## src/rtl/sw_slot_pkg.sv

```systemverilog
package sw_slot_pkg;
    typedef enum logic [1:0] {
        ST_IDLE  = 2'd0,
        ST_SLOT  = 2'd1,
        ST_RECOV = 2'd2
    } slot_st_e;
endpackage

```

## src/rtl/sw_us_tick.sv

```systemverilog
module sw_us_tick #(
    parameter int DIV = 50
) (
    input  logic clk,
    input  logic rst_n,
    input  logic clr,
    output logic tick
);
    localparam int PW = (DIV > 1) ? $clog2(DIV) : 1;
    localparam logic [PW-1:0] LAST = PW'(DIV - 1);

    logic [PW-1:0] presc_d, presc_q;

    always_comb begin
        if (clr || presc_q == LAST) presc_d = '0;
        else                        presc_d = presc_q + 1'b1;
    end

    always_ff @(posedge clk or negedge rst_n) begin
        if (!rst_n) presc_q <= '0;
        else        presc_q <= presc_d;
    end

    assign tick = (presc_q == LAST) && !clr;
endmodule

```

## src/rtl/sw_line_sync.sv

```systemverilog
module sw_line_sync #(
    parameter int STAGES = 2
) (
    input  logic clk,
    input  logic rst_n,
    input  logic line_in,
    output logic line_s
);
    logic [STAGES-1:0] sh_d, sh_q;

    generate
        if (STAGES == 1) begin : g_one
            always_comb sh_d = line_in;
        end else begin : g_chain
            always_comb sh_d = {sh_q[STAGES-2:0], line_in};
        end
    endgenerate

    always_ff @(posedge clk or negedge rst_n) begin
        if (!rst_n) sh_q <= '1;
        else        sh_q <= sh_d;
    end

    assign line_s = sh_q[STAGES-1];
endmodule

```

## src/rtl/sw_slot_fsm.sv

```systemverilog
module sw_slot_fsm
    import sw_slot_pkg::*;
#(
    parameter int W1_STD_US   = 6,
    parameter int W1_OD_US    = 1,
    parameter int W0_STD_US   = 60,
    parameter int W0_OD_US    = 7,
    parameter int RD_STD_US   = 2,
    parameter int RD_OD_US    = 1,
    parameter int SMP_STD_US  = 13,
    parameter int SMP_OD_US   = 2,
    parameter int SLOT_STD_US = 65,
    parameter int SLOT_OD_US  = 10,
    parameter int REC_US      = 2
) (
    input  logic clk,
    input  logic rst_n,
    input  logic tick,
    input  logic line_s,
    input  logic req_valid,
    input  logic req_read,
    input  logic req_bit,
    input  logic req_fast,
    output logic tick_clr,
    output logic busy,
    output logic req_reject,
    output logic done,
    output logic rd_bit,
    output logic line_oe
);
    localparam int MAXC = (SLOT_STD_US > REC_US) ? SLOT_STD_US : REC_US;
    localparam int CW   = $clog2(MAXC + 1);

    localparam logic [CW-1:0] C_W1_STD   = CW'(W1_STD_US);
    localparam logic [CW-1:0] C_W1_OD    = CW'(W1_OD_US);
    localparam logic [CW-1:0] C_W0_STD   = CW'(W0_STD_US);
    localparam logic [CW-1:0] C_W0_OD    = CW'(W0_OD_US);
    localparam logic [CW-1:0] C_RD_STD   = CW'(RD_STD_US);
    localparam logic [CW-1:0] C_RD_OD    = CW'(RD_OD_US);
    localparam logic [CW-1:0] C_SMP_STD  = CW'(SMP_STD_US);
    localparam logic [CW-1:0] C_SMP_OD   = CW'(SMP_OD_US);
    localparam logic [CW-1:0] C_SLOT_STD = CW'(SLOT_STD_US);
    localparam logic [CW-1:0] C_SLOT_OD  = CW'(SLOT_OD_US);
    localparam logic [CW-1:0] C_REC      = CW'(REC_US);

    typedef struct packed {
        slot_st_e      st;
        logic [CW-1:0] us;
        logic          rd;
        logic          bitv;
        logic          fast;
        logic          oe;
        logic          done;
        logic          rej;
        logic          rdbit;
    } fsm_s;

    fsm_s q, d;
    logic [CW-1:0] low_len, smp_at, slot_len, us_inc;
    logic          clr_d;

    always_comb begin
        if (q.rd)        low_len = q.fast ? C_RD_OD : C_RD_STD;
        else if (q.bitv) low_len = q.fast ? C_W1_OD : C_W1_STD;
        else             low_len = q.fast ? C_W0_OD : C_W0_STD;
        smp_at   = q.fast ? C_SMP_OD  : C_SMP_STD;
        slot_len = q.fast ? C_SLOT_OD : C_SLOT_STD;
        us_inc   = q.us + 1'b1;

        d      = q;
        d.done = 1'b0;
        d.rej  = req_valid && (q.st != ST_IDLE);
        clr_d  = 1'b0;

        unique case (q.st)
            ST_IDLE: begin
                if (req_valid) begin
                    d.st   = ST_SLOT;
                    d.us   = '0;
                    d.rd   = req_read;
                    d.bitv = req_bit;
                    d.fast = req_fast;
                    d.oe   = 1'b1;
                    clr_d  = 1'b1;
                end
            end
            ST_SLOT: begin
                if (tick) begin
                    d.us = us_inc;
                    if (us_inc == low_len)        d.oe    = 1'b0;
                    if (q.rd && us_inc == smp_at) d.rdbit = line_s;
                    if (us_inc == slot_len) begin
                        d.st = ST_RECOV;
                        d.us = '0;
                        d.oe = 1'b0;
                    end
                end
            end
            ST_RECOV: begin
                if (tick) begin
                    d.us = us_inc;
                    if (us_inc == C_REC) begin
                        d.st   = ST_IDLE;
                        d.us   = '0;
                        d.done = 1'b1;
                    end
                end
            end
            default: d.st = ST_IDLE;
        endcase
    end

    always_ff @(posedge clk or negedge rst_n) begin
        if (!rst_n) begin
            q <= '{st: ST_IDLE, us: '0, rd: 1'b0, bitv: 1'b0, fast: 1'b0,
                   oe: 1'b0, done: 1'b0, rej: 1'b0, rdbit: 1'b0};
        end else begin
            q <= d;
        end
    end

    assign tick_clr   = clr_d;
    assign busy       = (q.st != ST_IDLE);
    assign req_reject = q.rej;
    assign done       = q.done;
    assign rd_bit     = q.rdbit;
    assign line_oe    = q.oe;
endmodule

```

## src/rtl/sw_slot_engine.sv

```systemverilog
module sw_slot_engine #(
    parameter int CLK_HZ      = 50_000_000,
    parameter int SYNC_STAGES = 2,
    parameter int SLOT_STD_US = 65,
    parameter int SLOT_OD_US  = 10,
    parameter int REC_US      = 2
) (
    input  logic clk,
    input  logic rst_n,
    input  logic req_valid,
    input  logic req_read,
    input  logic req_bit,
    input  logic req_fast,
    output logic busy,
    output logic req_reject,
    output logic done,
    output logic rd_bit,
    output logic line_oe,
    input  logic line_in
);
    localparam int US_DIV = CLK_HZ / 1_000_000;

    logic tick, tick_clr, line_s;

    sw_us_tick #(.DIV(US_DIV)) u_tick (
        .clk  (clk),
        .rst_n(rst_n),
        .clr  (tick_clr),
        .tick (tick)
    );

    sw_line_sync #(.STAGES(SYNC_STAGES)) u_sync (
        .clk    (clk),
        .rst_n  (rst_n),
        .line_in(line_in),
        .line_s (line_s)
    );

    sw_slot_fsm #(
        .SLOT_STD_US(SLOT_STD_US),
        .SLOT_OD_US (SLOT_OD_US),
        .REC_US     (REC_US)
    ) u_fsm (
        .clk       (clk),
        .rst_n     (rst_n),
        .tick      (tick),
        .line_s    (line_s),
        .req_valid (req_valid),
        .req_read  (req_read),
        .req_bit   (req_bit),
        .req_fast  (req_fast),
        .tick_clr  (tick_clr),
        .busy      (busy),
        .req_reject(req_reject),
        .done      (done),
        .rd_bit    (rd_bit),
        .line_oe   (line_oe)
    );
endmodule

```

## config.mk

```make
export PLATFORM = sky130hd
export DESIGN_NAME = sw_slot_engine
export DESIGN_NICKNAME = d
export VERILOG_FILES = /design/src/rtl/sw_slot_pkg.sv /design/src/rtl/sw_us_tick.sv /design/src/rtl/sw_line_sync.sv /design/src/rtl/sw_slot_fsm.sv /design/src/rtl/sw_slot_engine.sv
export SDC_FILE = /design/constraint.sdc
export NUM_CORES = 1
export LEC_CHECK = 0
export ABC_AREA = 1
export BUFFER_PORTS_ARGS = -buffer_cell sky130_fd_sc_hd__buf_2
export CAP_MARGIN = 20
export CORE_ASPECT_RATIO = 0.8
export CORE_UTILIZATION = 40
export DETAILED_ROUTE_END_ITERATION = 16
export GPL_TIMING_DRIVEN = 1
export PLACE_DENSITY_LB_ADDON = 0.05
export SETUP_SLACK_MARGIN = 0.15
export SLEW_MARGIN = 10
export SYNTH_ARGS = -nofsm -noshare
export SYNTH_HDL_FRONTEND = slang
export SYNTH_SLANG_ARGS = --single-unit
```

## constraint.sdc

```tcl
create_clock -name clk -period 4.2 [get_ports clk]
set_input_delay 0.63 -clock clk [delete_from_list [all_inputs] [get_ports clk]]
set_output_delay 0.63 -clock clk [all_outputs]
set_load 0.03 [all_outputs]
```

==> results.py, run 1 <==
metrics = {
    "run_status": {
        "status": "complete, no violations",
    },
    "clocking": {
        "cts.clk_slew.worst_paths_ns": 0.09,
        "cts_buffers": 3,
        "post_cts_resized": 0,
        "clk_latency_ns": 0.27,
        "clock_path_buffers": 2,
        "cts_setup_buffers": 0,
        "ctsHoldBuffers": 0,
        "cts-root-buf": "clkbuf_8",
        "clock_tree.htree_level_count": 1,
        "clkSinkCount": 24,
        "cts_tree": "done",
    },
    "placement": {
        "portBuffers": 11,
        "dp.cells": 285,
        "routabilityCongestion": 0.884,
        "hpwl_mm": 2.60,
    },
    "floorplanning": {
        "core-area_um2": 3830,
        "pin_count": 12,
        "dieArea_um2": 4280,
        "start_util_pct": 42.0,
        "row_count": 20,
        "die_w_um": 72.9,
        "die_y_um": 58.7,
    },
    "synth": {
        "ys.flop_type": "dfrtp_1",
        "synthAdderAreaFrac_pct": 7.78,
        "ys_ff_latch": 24,
        "synth-compound-area-share_pct": 5.60,
        "synth_common_cells": "nand2_1, nor2_1, inv_1, dfrtp_1, nand3_1",
        "synth_top_family_by_area": "simple AND/OR/NAND/NOR gates",
        "post-synth-top-count-cell": "nand2_1",
        "syn_avg_cell_area_um2": 7.28,
        "yosys-top-cells-area": "dfrtp_1, nand2_1, ha_1",
        "synth_edf_count": 0,
        "synth_cells": 221,
        "yosysTopAreaCell": "dfrtp_1",
        "netlist_area_um2": 1610,
        "synth-async-reset-ratio_pct": 100,
        "synth_nets": 238,
        "ys_seq_area_share_pct": 37.5,
        "ys_types": 26,
        "synthMuxAreaShare_pct": 0,
        "yosysWarnings": 0,
        "synthXorXnorAreaFrac_pct": 1.63,
        "synth_top_cell_area_share_pct": 34.2,
        "synthSimpleGateAreaFrac_pct": 38.9,
    },
    "finish": {
        "finalNetCount": 252,
        "area_delta_synth_final_pct": 10.7,
        "diodes": 0,
        "final_core_util_pct": 46.5,
        "layout-drive-gt1-share_pct": 15.8,
        "stdcell_count": 289,
        "fillers": 391,
    },
    "power": {
        "power_density_nw_per_um2": 504,
        "worst_ir_drop_vdd_v": 0.000195,
        "p_leak_nw": 0.918,
    },
    "timing": {
        "hold_ws_ns": 0.326,
        "setup_viol": 0,
        "slew_viol_final": 0,
        "rsz0062_at_grt": "false",
        "finalCritPeriodShare_pct": 46.5,
        "tightest_slew_ns": 0.535,
        "fin_crit_ns": 1.95,
        "slew_headroom_pct": 64.3,
        "skew_ns": 0.00382,
        "hold_viol": 0,
        "fmax_mhz": 512,
        "tns_ns": 0,
    },
    "route": {
        "first_pass_iters": 4,
        "vias": 1370,
        "avgViaCountPerCell": 4.74,
        "top_layer": "met4",
        "ant_nets": 0,
        "drt-initial-drc-count": 63,
        "totalWireLength_mm": 3.24,
        "drt-wirelength-per-cell_um": 11.2,
        "m1WireLength_mm": 1.73,
        "met3_length_um": 124,
        "drcViolationCount": 0,
        "wl_met2_mm": 1.37,
    },
    "critical_path": {
        "cp_cell_sequence": "ha_1 -> nand3_1 -> nand2_1 -> nand2_1 -> nand3_2 -> nor2_2 -> nand2_1 -> nand2_2 -> nand2_2 -> nand3_1 -> nand2_1",
        "start_kind": "flip-flop",
        "reg2reg_slack_ns": 2.25,
        "r2r_end": "u_fsm.q[7]",
        "path_class": "flip-flop to flip-flop",
        "crit_arrival_ns": 2.12,
        "cp_common_cell": "nand2_1",
        "endpoint_kind": "flip-flop",
        "worstPathMaxFanout": 11,
        "critPathSlowestCell": "dfrtp_1",
        "cp_slowest_stage_delay_ns": 0.51,
        "ff2ff_path_depth": 11,
        "timing.rr.start": "u_fsm.q[7]",
        "worstPathRequired_ns": 4.37,
    },
    "grt": {
        "grt_max_degree": 25,
        "overflow": 0,
        "first_global_vias": 1242,
        "grt_pass1_wl_mm": 5.78,
        "gr-usage-all-layers_pct": 17.8,
        "grt_antenna_before_repair": 0,
    },
    "flow_run": {
        "maxCapViolations": 0,
    },
    "worst_hold_path": {
        "hold_class": "primary input to async pin",
    },
}
## critical path: cells and delay by family (launching register included)
family / cells / cell delay (ns)
adders and majority gates: 1 / 0.30
DFF: 1 / 0.51
and+or+nand+nor: 10 / 1.03
## routing by layer
metal | GRT usage [%] | up-vias
met4 | 3.36 | 0
met3 | 4.11 | 5
li1 | - | 723
met2 | 27.1 | 27
met5 | 0 | -
met1 | 25.8 | 615
## cell families (layout without fill, tap and decap cells)
group,after synthesis,in the layout
adders and majority gates,10,10
DFF,24,24
AOI/OAI and AO/OA,15,15
xor gates and xnor gates,3,3
and+or+nand+nor,136,136
buffers and inverters,33,46
## registers in the layout, summed over array words and instances, names as in the netlist
signal	cells
u_fsm.rd_bit	1
u_sync.sh_q	2
u_tick.presc_q	6
u_fsm.req_reject	1
u_fsm.q	12
u_fsm.done	1
u_fsm.line_oe	1
## worst max path at each step
stage           startpoint     endpoint  cells past startpoint
6_report        u_fsm.q[7]   u_fsm.q[7]                     11
5_1_grt         u_fsm.q[7]  u_fsm.q[14]                     11
4_1_cts        u_fsm.q[14]   u_fsm.q[7]                     11
3_5_place_dp     req_valid   u_fsm.q[7]                     10
3_3_place_gp     req_valid   u_fsm.q[7]                     10
2_1_floorplan   u_fsm.q[8]  u_fsm.q[15]                     13
## area by class of cell
cell class                      instances  area [um2]  area share (%)
Sequential cell                        24         603            33.8
Clock buffer                            3        41.3            2.32
Timing Repair Buffer                   11        55.1            3.09
Clock inverter                          1        30.0            1.69
Multi-Input combinational cell        164         867            48.7
Tap cell                               55        68.8            3.86
Inverter                               31         116            6.53
## through the flow
stage,worst slack [ns],power (W),instance area [um2]
floorplan,2.55,0.000619,1610
global placement,2.21,0.000710,1710
detailed placement,2.24,0.000702,1710
CTS,2.23,0.000913,1780
global route,2.06,0.000974,1780
finish,2.25,0.000898,1780
## cells in the final DEF (no fill, tap or decap)
| master | n |
|---|---|
| ha_1 | 10 |
| bufinv_16 | 1 |
| xnor2_1 | 1 |
| inv_1 | 29 |
| buf_2 | 11 |
| nor2_4 | 1 |
| clkbuf_8 | 3 |
| nor2_1 | 30 |
| a21oi_1 | 2 |
| or2_2 | 1 |
| nand2_4 | 2 |
| nand3_2 | 3 |
| o22ai_2 | 1 |
| nand2_1 | 62 |
| dfrtp_1 | 22 |
| nand2_2 | 6 |
| o211ai_1 | 2 |
| xor2_1 | 2 |
| nor2_2 | 4 |
| nor3b_1 | 1 |
| dfstp_2 | 2 |
| o21ai_0 | 9 |
| o21bai_1 | 1 |
| nand4_1 | 7 |
| nor4_1 | 1 |
| nor3_1 | 2 |
| nand3_1 | 16 |
| inv_2 | 2 |
## report_power, final
group | total, W | switching (W) | internal [W]
clock | 0.000204 | 0.0000764 | 0.000128
combinational | 0.000378 | 0.000251 | 0.000128
sequential | 0.000316 | 0.0000437 | 0.000272
total | 0.000898 | 0.000371 | 0.000527
Power figures use the tool's default switching activity.
==> run 2: changes to the inputs <==
--- a/config.mk
+++ b/config.mk
@@ -5,7 +5,7 @@
 export SDC_FILE = /design/constraint.sdc
 export NUM_CORES = 1
 export LEC_CHECK = 0
-export ABC_AREA = 1
+export ABC_AREA = 0
 export BUFFER_PORTS_ARGS = -buffer_cell sky130_fd_sc_hd__buf_2
 export CAP_MARGIN = 20
 export CORE_ASPECT_RATIO = 0.8
==> constraint.sdc (replaced) <==
create_clock -name clk -period 1.78 [get_ports clk]
set_input_delay 0.267 -clock clk [delete_from_list [all_inputs] [get_ports clk]]
set_output_delay 0.267 -clock clk [all_outputs]
set_load 0.03 [all_outputs]
==> run 2 against run 1 <==
- die area shrank 4.8%
- the flow now finishes with violations (setup timing)
- synthesized area shrank 4.9%
- clock-buffer cell count is the same
- critical endpoint is now u_fsm.q[15]
- global-route usage grew 3.0 points
- via count grew 4.1%
- sequential power grew 74%
- synthesized cell count shrank 26%
- fmax shrank 9.4%
- hold slack lost 0.24 ns
==> results.py, run 2 <==
metrics = {
    "run_status": {
        "violations": "setup timing",
        "status": "complete, but fails checks",
    },
    "synth": {
        "synth_top_cell_area_share_pct": 36.0,
        "ys.flop_type": "dfrtp_1",
        "synth-compound-area-share_pct": 16.4,
        "ys_seq_area_share_pct": 39.4,
        "synth_cells": 163,
        "synth-async-reset-ratio_pct": 100,
        "synthXorXnorAreaFrac_pct": 6.21,
        "ys_types": 45,
        "yosysTopAreaCell": "dfrtp_1",
        "synth_top_family_by_area": "simple AND/OR/NAND/NOR gates",
        "synthSimpleGateAreaFrac_pct": 20.0,
        "post-synth-top-count-cell": "dfrtp_1",
        "yosys-top-cells-area": "dfrtp_1, ha_1, nand2_1",
        "netlist_area_um2": 1530,
        "synth_common_cells": "dfrtp_1, nand2_1, nor2_1, inv_1",
        "syn_avg_cell_area_um2": 9.39,
        "synthMuxAreaShare_pct": 4.33,
        "yosysWarnings": 0,
        "synthAdderAreaFrac_pct": 8.18,
        "synth_edf_count": 0,
        "synth_nets": 180,
        "ys_ff_latch": 24,
    },
    "critical_path": {
        "path_class": "flip-flop to flip-flop",
        "worstPathRequired_ns": 2.00,
        "timing.rr.start": "u_fsm.q[7]",
        "reg2reg_slack_ns": -0.38,
        "crit_arrival_ns": 2.38,
        "r2r_end": "u_fsm.q[15]",
        "start_kind": "flip-flop",
        "worstPathMaxFanout": 4,
        "ff2ff_path_depth": 8,
        "worstSetupStartpoint": "u_fsm.q[7]",
        "critPathCapture": "u_fsm.q[15]",
        "endpoint_kind": "flip-flop",
    },
    "timing": {
        "hold_ws_ns": 0.0888,
        "slew_headroom_pct": 63.4,
        "slew_viol_final": 0,
        "fmax_mhz": 464,
        "rsz0062_at_grt": "true",
        "skew_ns": 0.0112,
        "hold_viol": 0,
        "setup_viol": 10,
        "tightest_slew_ns": 0.549,
        "fin_crit_ns": 2.16,
        "finalWorstSetupSlack_ns": -0.376,
        "finalCritPeriodShare_pct": 121,
    },
    "grt": {
        "gr-usage-all-layers_pct": 20.8,
        "grt_antenna_before_repair": 0,
        "grt_pass1_wl_mm": 6.58,
        "overflow": 0,
        "first_global_vias": 1414,
        "grt_max_degree": 25,
    },
    "finish": {
        "area_delta_synth_final_pct": 46.3,
        "reg_top3": "u_fsm.q: 12 flops, u_tick.presc_q: 6 flops, u_sync.sh_q: 2 flops",
        "fillers": 296,
        "layout-drive-gt1-share_pct": 45.0,
        "final_cell_mix": "buf_4, dfrtp_1, nand2_1",
        "diodes": 0,
        "final_common_cell": "buf_4",
        "post-route-cell-area_um2": 2240,
        "largest_reg_flops": 12,
        "final_core_util_pct": 63.2,
        "top_register": "u_fsm.q",
        "finalNetCount": 240,
    },
    "floorplanning": {
        "dieArea_um2": 4080,
        "pin_count": 12,
        "die_y_um": 57.3,
        "row_count": 19,
        "core-area_um2": 3540,
        "start_util_pct": 43.2,
        "die_w_um": 71.2,
    },
    "route": {
        "drt-wirelength-per-cell_um": 14.3,
        "avgViaCountPerCell": 5.40,
        "vias": 1426,
        "totalWireLength_mm": 3.79,
        "ant_nets": 0,
        "first_pass_iters": 6,
        "drt-initial-drc-count": 80,
        "drcViolationCount": 0,
    },
    "clocking": {
        "cts_buffers": 3,
        "clock_tree.htree_level_count": 1,
        "clkSinkCount": 24,
        "cts.clk_slew.worst_paths_ns": 0.09,
        "clock_path_buffers": 2,
        "clk_latency_ns": 0.28,
        "cts-root-buf": "clkbuf_8",
        "cts_tree": "done",
    },
    "power": {
        "power_density_nw_per_um2": 474,
        "worst_ir_drop_vdd_v": 0.000434,
        "power_w": 0.00106,
        "p_leak_nw": 1.00,
    },
    "flow_run": {
        "maxCapViolations": 0,
    },
    "placement": {
        "place_area_um2": 1960,
        "routabilityCongestion": 0.881,
        "hpwl_mm": 2.86,
        "portBuffers": 11,
    },
    "worst_hold_path": {
        "hold_class": "primary input to flip-flop",
        "hold_path.startpoint": "line_in",
    },
}
run 2: changes by cell type in the layout (fill, tap and decap cells not counted), sizes merged, moves of 3 or more:
| cell | previous run | this run |
|---|---|---|
| o21ai | 9 | 6 |
| nand3 | 19 | 8 |
| nor2 | 35 | 16 |
| nand2 | 70 | 16 |
| buf | 11 | 59 |
| a21oi | 2 | 10 |
| inv | 31 | 13 |
| mux2 | 0 | 5 |
| xnor2 | 1 | 6 |
| o41ai | 0 | 3 |
run 2: cells by family after synthesis:
logic type      count (synthesis)
xor+xnor                       10
mux                             6
fa+ha+maj                      10
buf+inv                        18
flops                          24
simple gates                   59
compound gates                 36
run 2: worst min-delay path by stage:
stage                     cells after the start              to  slack (ns)
after floorplan                               0      u_fsm.done       -0.03
after global placement                        1     u_fsm.q[10]        0.28
after detailed placement                      1     u_fsm.q[11]        0.28
after CTS                                     1  u_sync.sh_q[0]        0.08
after global routing                          1  u_sync.sh_q[0]        0.08
final                                         1  u_sync.sh_q[0]        0.09
run 2: layout make-up:
type / instances / area (um2) / share of cell area, %
multi-input cells: 121 / 1010 / 45.2
flip-flops and latches: 24 / 606 / 27.1
repair buffers: 60 / 449 / 20.1
well taps: 42 / 52.6 / 2.35
inverters: 13 / 48.8 / 2.18
clock buffers: 3 / 41.3 / 1.84
clock inverters: 1 / 30.0 / 1.34
run 2: repair_timing:
item / 4_1_cts / 5_1_grt
setup endpoints to repair: 12 / 12
endpoints found under the hold margin: 22 / 0
pin swaps: 3 / 7
buffers inserted: 4 / 3
hold buffers: 1 / 0
gates cloned: 0 / 0
resized for setup: 13 / 14
run 2: per-stage QoR:
step	setup TNS [ns]	worst slack, ns	cells
6_report	-2.59	-0.376	264
3_3_place_gp	-2.58	-0.336	252
2_1_floorplan	-1.33	-0.260	163
5_1_grt	-4.19	-0.532	264
4_1_cts	-2.29	-0.355	261
3_5_place_dp	-2.94	-0.375	252
run 2: report_power, final:
part           switching [W]  internal (W)   total, W
sequential       0.000000831      0.000550   0.000551
combinational      0.0000165    0.00000760  0.0000241
clock               0.000185      0.000301   0.000486
run 2: critical path, cell delays in order, from the launching register on:
cell and delay, ns:
dfrtp_2 0.46, ha_4 0.19, buf_12 0.12, nor3_4 0.17, a41o_1 0.14, nand2_1 0.08
a221o_1 0.37, or4b_1 0.49, nand3_1 0.08
run 2: layer usage:
metal	global-route usage [%]	wire, um
met3	4.24	154
met1	30.0	1800
met4	2.57	11
met2	33.3	1820
met5	0	0
==> run 3: changes to the inputs <==
--- a/config.mk
+++ b/config.mk
@@ -8,11 +8,11 @@
 export ABC_AREA = 0
 export BUFFER_PORTS_ARGS = -buffer_cell sky130_fd_sc_hd__buf_2
 export CAP_MARGIN = 20
-export CORE_ASPECT_RATIO = 0.8
 export CORE_UTILIZATION = 40
 export DETAILED_ROUTE_END_ITERATION = 16
 export GPL_TIMING_DRIVEN = 1
 export PLACE_DENSITY_LB_ADDON = 0.05
+export REMOVE_ABC_BUFFERS = 1
 export SETUP_SLACK_MARGIN = 0.15
 export SLEW_MARGIN = 10
 export SYNTH_ARGS = -nofsm -noshare
==> run 3 against run 2 <==
- the flow finishes with violations (hold timing, setup timing)
- first-iteration DRC count decreased by 14%
- fmax grew 1.2%
- non-clock buffer count decreased by 1
- combinational power down 8.7%
- cell count rose by 1.9%
- die area is essentially flat
- total power down 14%
- register-to-register slack better by 0.03 ns
- clock-buffer cell count up 1
- largest cell class unchanged
- largest power group unchanged
==> results.py, run 3 (same netlist as run 2, synthesis figures left out) <==
metrics = {
    "finish": {
        "final_cell_mix": "buf_4, dfrtp_1, nand2_1",
        "post-route-cell-area_um2": 2210,
        "top_register": "u_fsm.q",
        "layout-drive-gt1-share_pct": 48.9,
        "reg_top3": "u_fsm.q: 12 flops, u_tick.presc_q: 6 flops, u_sync.sh_q: 2 flops",
        "area_delta_synth_final_pct": 44.7,
        "fillers": 317,
        "diodes": 0,
        "final_common_cell": "buf_4",
        "finalNetCount": 239,
        "largest_reg_flops": 12,
        "final_core_util_pct": 60.5,
    },
    "route": {
        "totalWireLength_mm": 3.95,
        "ant_nets": 0,
        "first_pass_iters": 5,
        "drt-wirelength-per-cell_um": 14.7,
        "vias": 1443,
        "drcViolationCount": 0,
        "avgViaCountPerCell": 5.36,
        "drt-initial-drc-count": 69,
    },
    "grt": {
        "first_global_vias": 1495,
        "grt_antenna_before_repair": 0,
        "grt_pass1_wl_mm": 6.82,
        "grt_max_degree": 25,
        "gr-usage-all-layers_pct": 21.5,
        "overflow": 0,
    },
    "placement": {
        "routabilityCongestion": 0.922,
        "portBuffers": 11,
        "dpl_worst_slack_ns": -0.443,
        "place_area_um2": 1930,
        "hpwl_mm": 2.83,
    },
    "critical_path": {
        "cp_cell_sequence": "ha_4 -> nand4_1 -> nor3_2 -> buf_4 -> nor4_4 -> o211ai_4 -> or4b_1 -> nand3_1",
        "worstSetupStartpoint": "u_fsm.q[7]",
        "path_class": "flip-flop to flip-flop",
        "reg2reg_slack_ns": -0.35,
        "timing.rr.start": "u_fsm.q[7]",
        "cp_slowest_stage_delay_ns": 0.52,
        "start_kind": "flip-flop",
        "worstPathRequired_ns": 1.99,
        "worstPathMaxFanout": 6,
        "endpoint_kind": "flip-flop",
        "critPathSlowestCell": "or4b_1",
        "crit_arrival_ns": 2.34,
    },
    "timing": {
        "setup_viol": 10,
        "finalCritPeriodShare_pct": 120,
        "fin_crit_ns": 2.13,
        "slew_headroom_pct": 63.5,
        "tightest_slew_ns": 0.547,
        "rsz0062_at_grt": "true",
        "tns_ns": -2.51,
        "slew_viol_final": 0,
        "finalWorstSetupSlack_ns": -0.350,
        "hold_viol": 22,
        "skew_ns": 0.00340,
        "fmax_mhz": 469,
        "hold_ws_ns": -0.0224,
    },
    "power": {
        "power_density_nw_per_um2": 410,
        "p_leak_nw": 0.997,
        "worst_ir_drop_vdd_v": 0.000373,
    },
    "clocking": {
        "cts-root-buf": "clkbuf_8",
        "clk_latency_ns": 0.26,
        "clock_path_buffers": 2,
        "clock_tree.htree_level_count": 1,
        "cts.clk_slew.worst_paths_ns": 0.09,
        "cts_tree": "done",
        "clkSinkCount": 24,
        "ctsHoldBuffers": 0,
        "cts_buffers": 3,
    },
    "run_status": {
        "status": "complete, but fails checks",
        "violations": "hold timing, setup timing",
    },
    "floorplanning": {
        "core-area_um2": 3660,
        "row_count": 22,
        "die_y_um": 63.9,
        "pin_count": 12,
        "start_util_pct": 41.8,
        "die_w_um": 63.9,
        "dieArea_um2": 4080,
    },
    "worst_hold_path": {
        "hold_class": "primary input to async pin",
    },
    "flow_run": {
        "maxCapViolations": 0,
    },
}
## run 3: report_power, final
part           total (W)  internal (W)  switching, W
Clock           0.000335      0.000160      0.000175
Combinational  0.0000220    0.00000607     0.0000159
Sequential      0.000551      0.000550   0.000000759
Total           0.000908      0.000716      0.000192
## run 3: path summary, 6_finish.rpt
| path | end | cells past startpoint |
|---|---|---|
| setup / recovery | u_fsm.q[15] | 8 |
| hold / removal | u_fsm.q[11] | 1 |
| setup reg to reg | u_fsm.q[15] | 8 |
| hold reg to reg | u_sync.sh_q[1] | 0 |
| max in group asynchronous | u_fsm.q[8] | 1 |
| min in group clk | u_sync.sh_q[0] | 1 |
## run 3: metal layers
layer / GRT usage [%] / up-vias / share of wire, % / wire length, um
li1: - / 697 / - / -
met1: 27.4 / 694 / 44 / 1730
met2: 38.3 / 46 / 50 / 1990
met3: 2.86 / 6 / 5.2 / 205
met4: 4.83 / 0 / 0.73 / 29
met5: 0 / - / 0 / 0
## run 3: repair_timing
| item | 4_1_cts | 5_1_grt |
|---|---|---|
| setup buffers | 5 | 1 |
| resized for setup | 28 | 17 |
| pin swaps | 16 | 4 |
| endpoints found under the setup margin | 13 | 19 |
## run 3: final cells by class
cell class / count / area (um2) / area share, %
Clock buffer: 4 / 45.0 / 2.03
Multi-Input combinational cell: 121 / 1030 / 46.3
Tap cell: 48 / 60.1 / 2.71
Inverter: 13 / 48.8 / 2.20
Timing Repair Buffer: 59 / 429 / 19.4
Sequential cell: 24 / 606 / 27.3
## run 3: worst max-delay path, delay by kind of cell (launching register included)
kind | cells | cell delay (ns)
AND/OR/NAND/NOR | 5 | 1.10
flip-flops | 1 | 0.47
adder cells (fa/ha/maj) | 1 | 0.20
AO/OA/AOI/OAI | 1 | 0.16
buffers and inverters | 1 | 0.14
## run 3: metrics by stage
step	total power, W	std cells
final	0.000908	269
after global routing	0.000939	269
after CTS	0.000922	268
after detailed placement	0.000585	259
after global placement	0.000584	259
after floorplan	0.000565	158
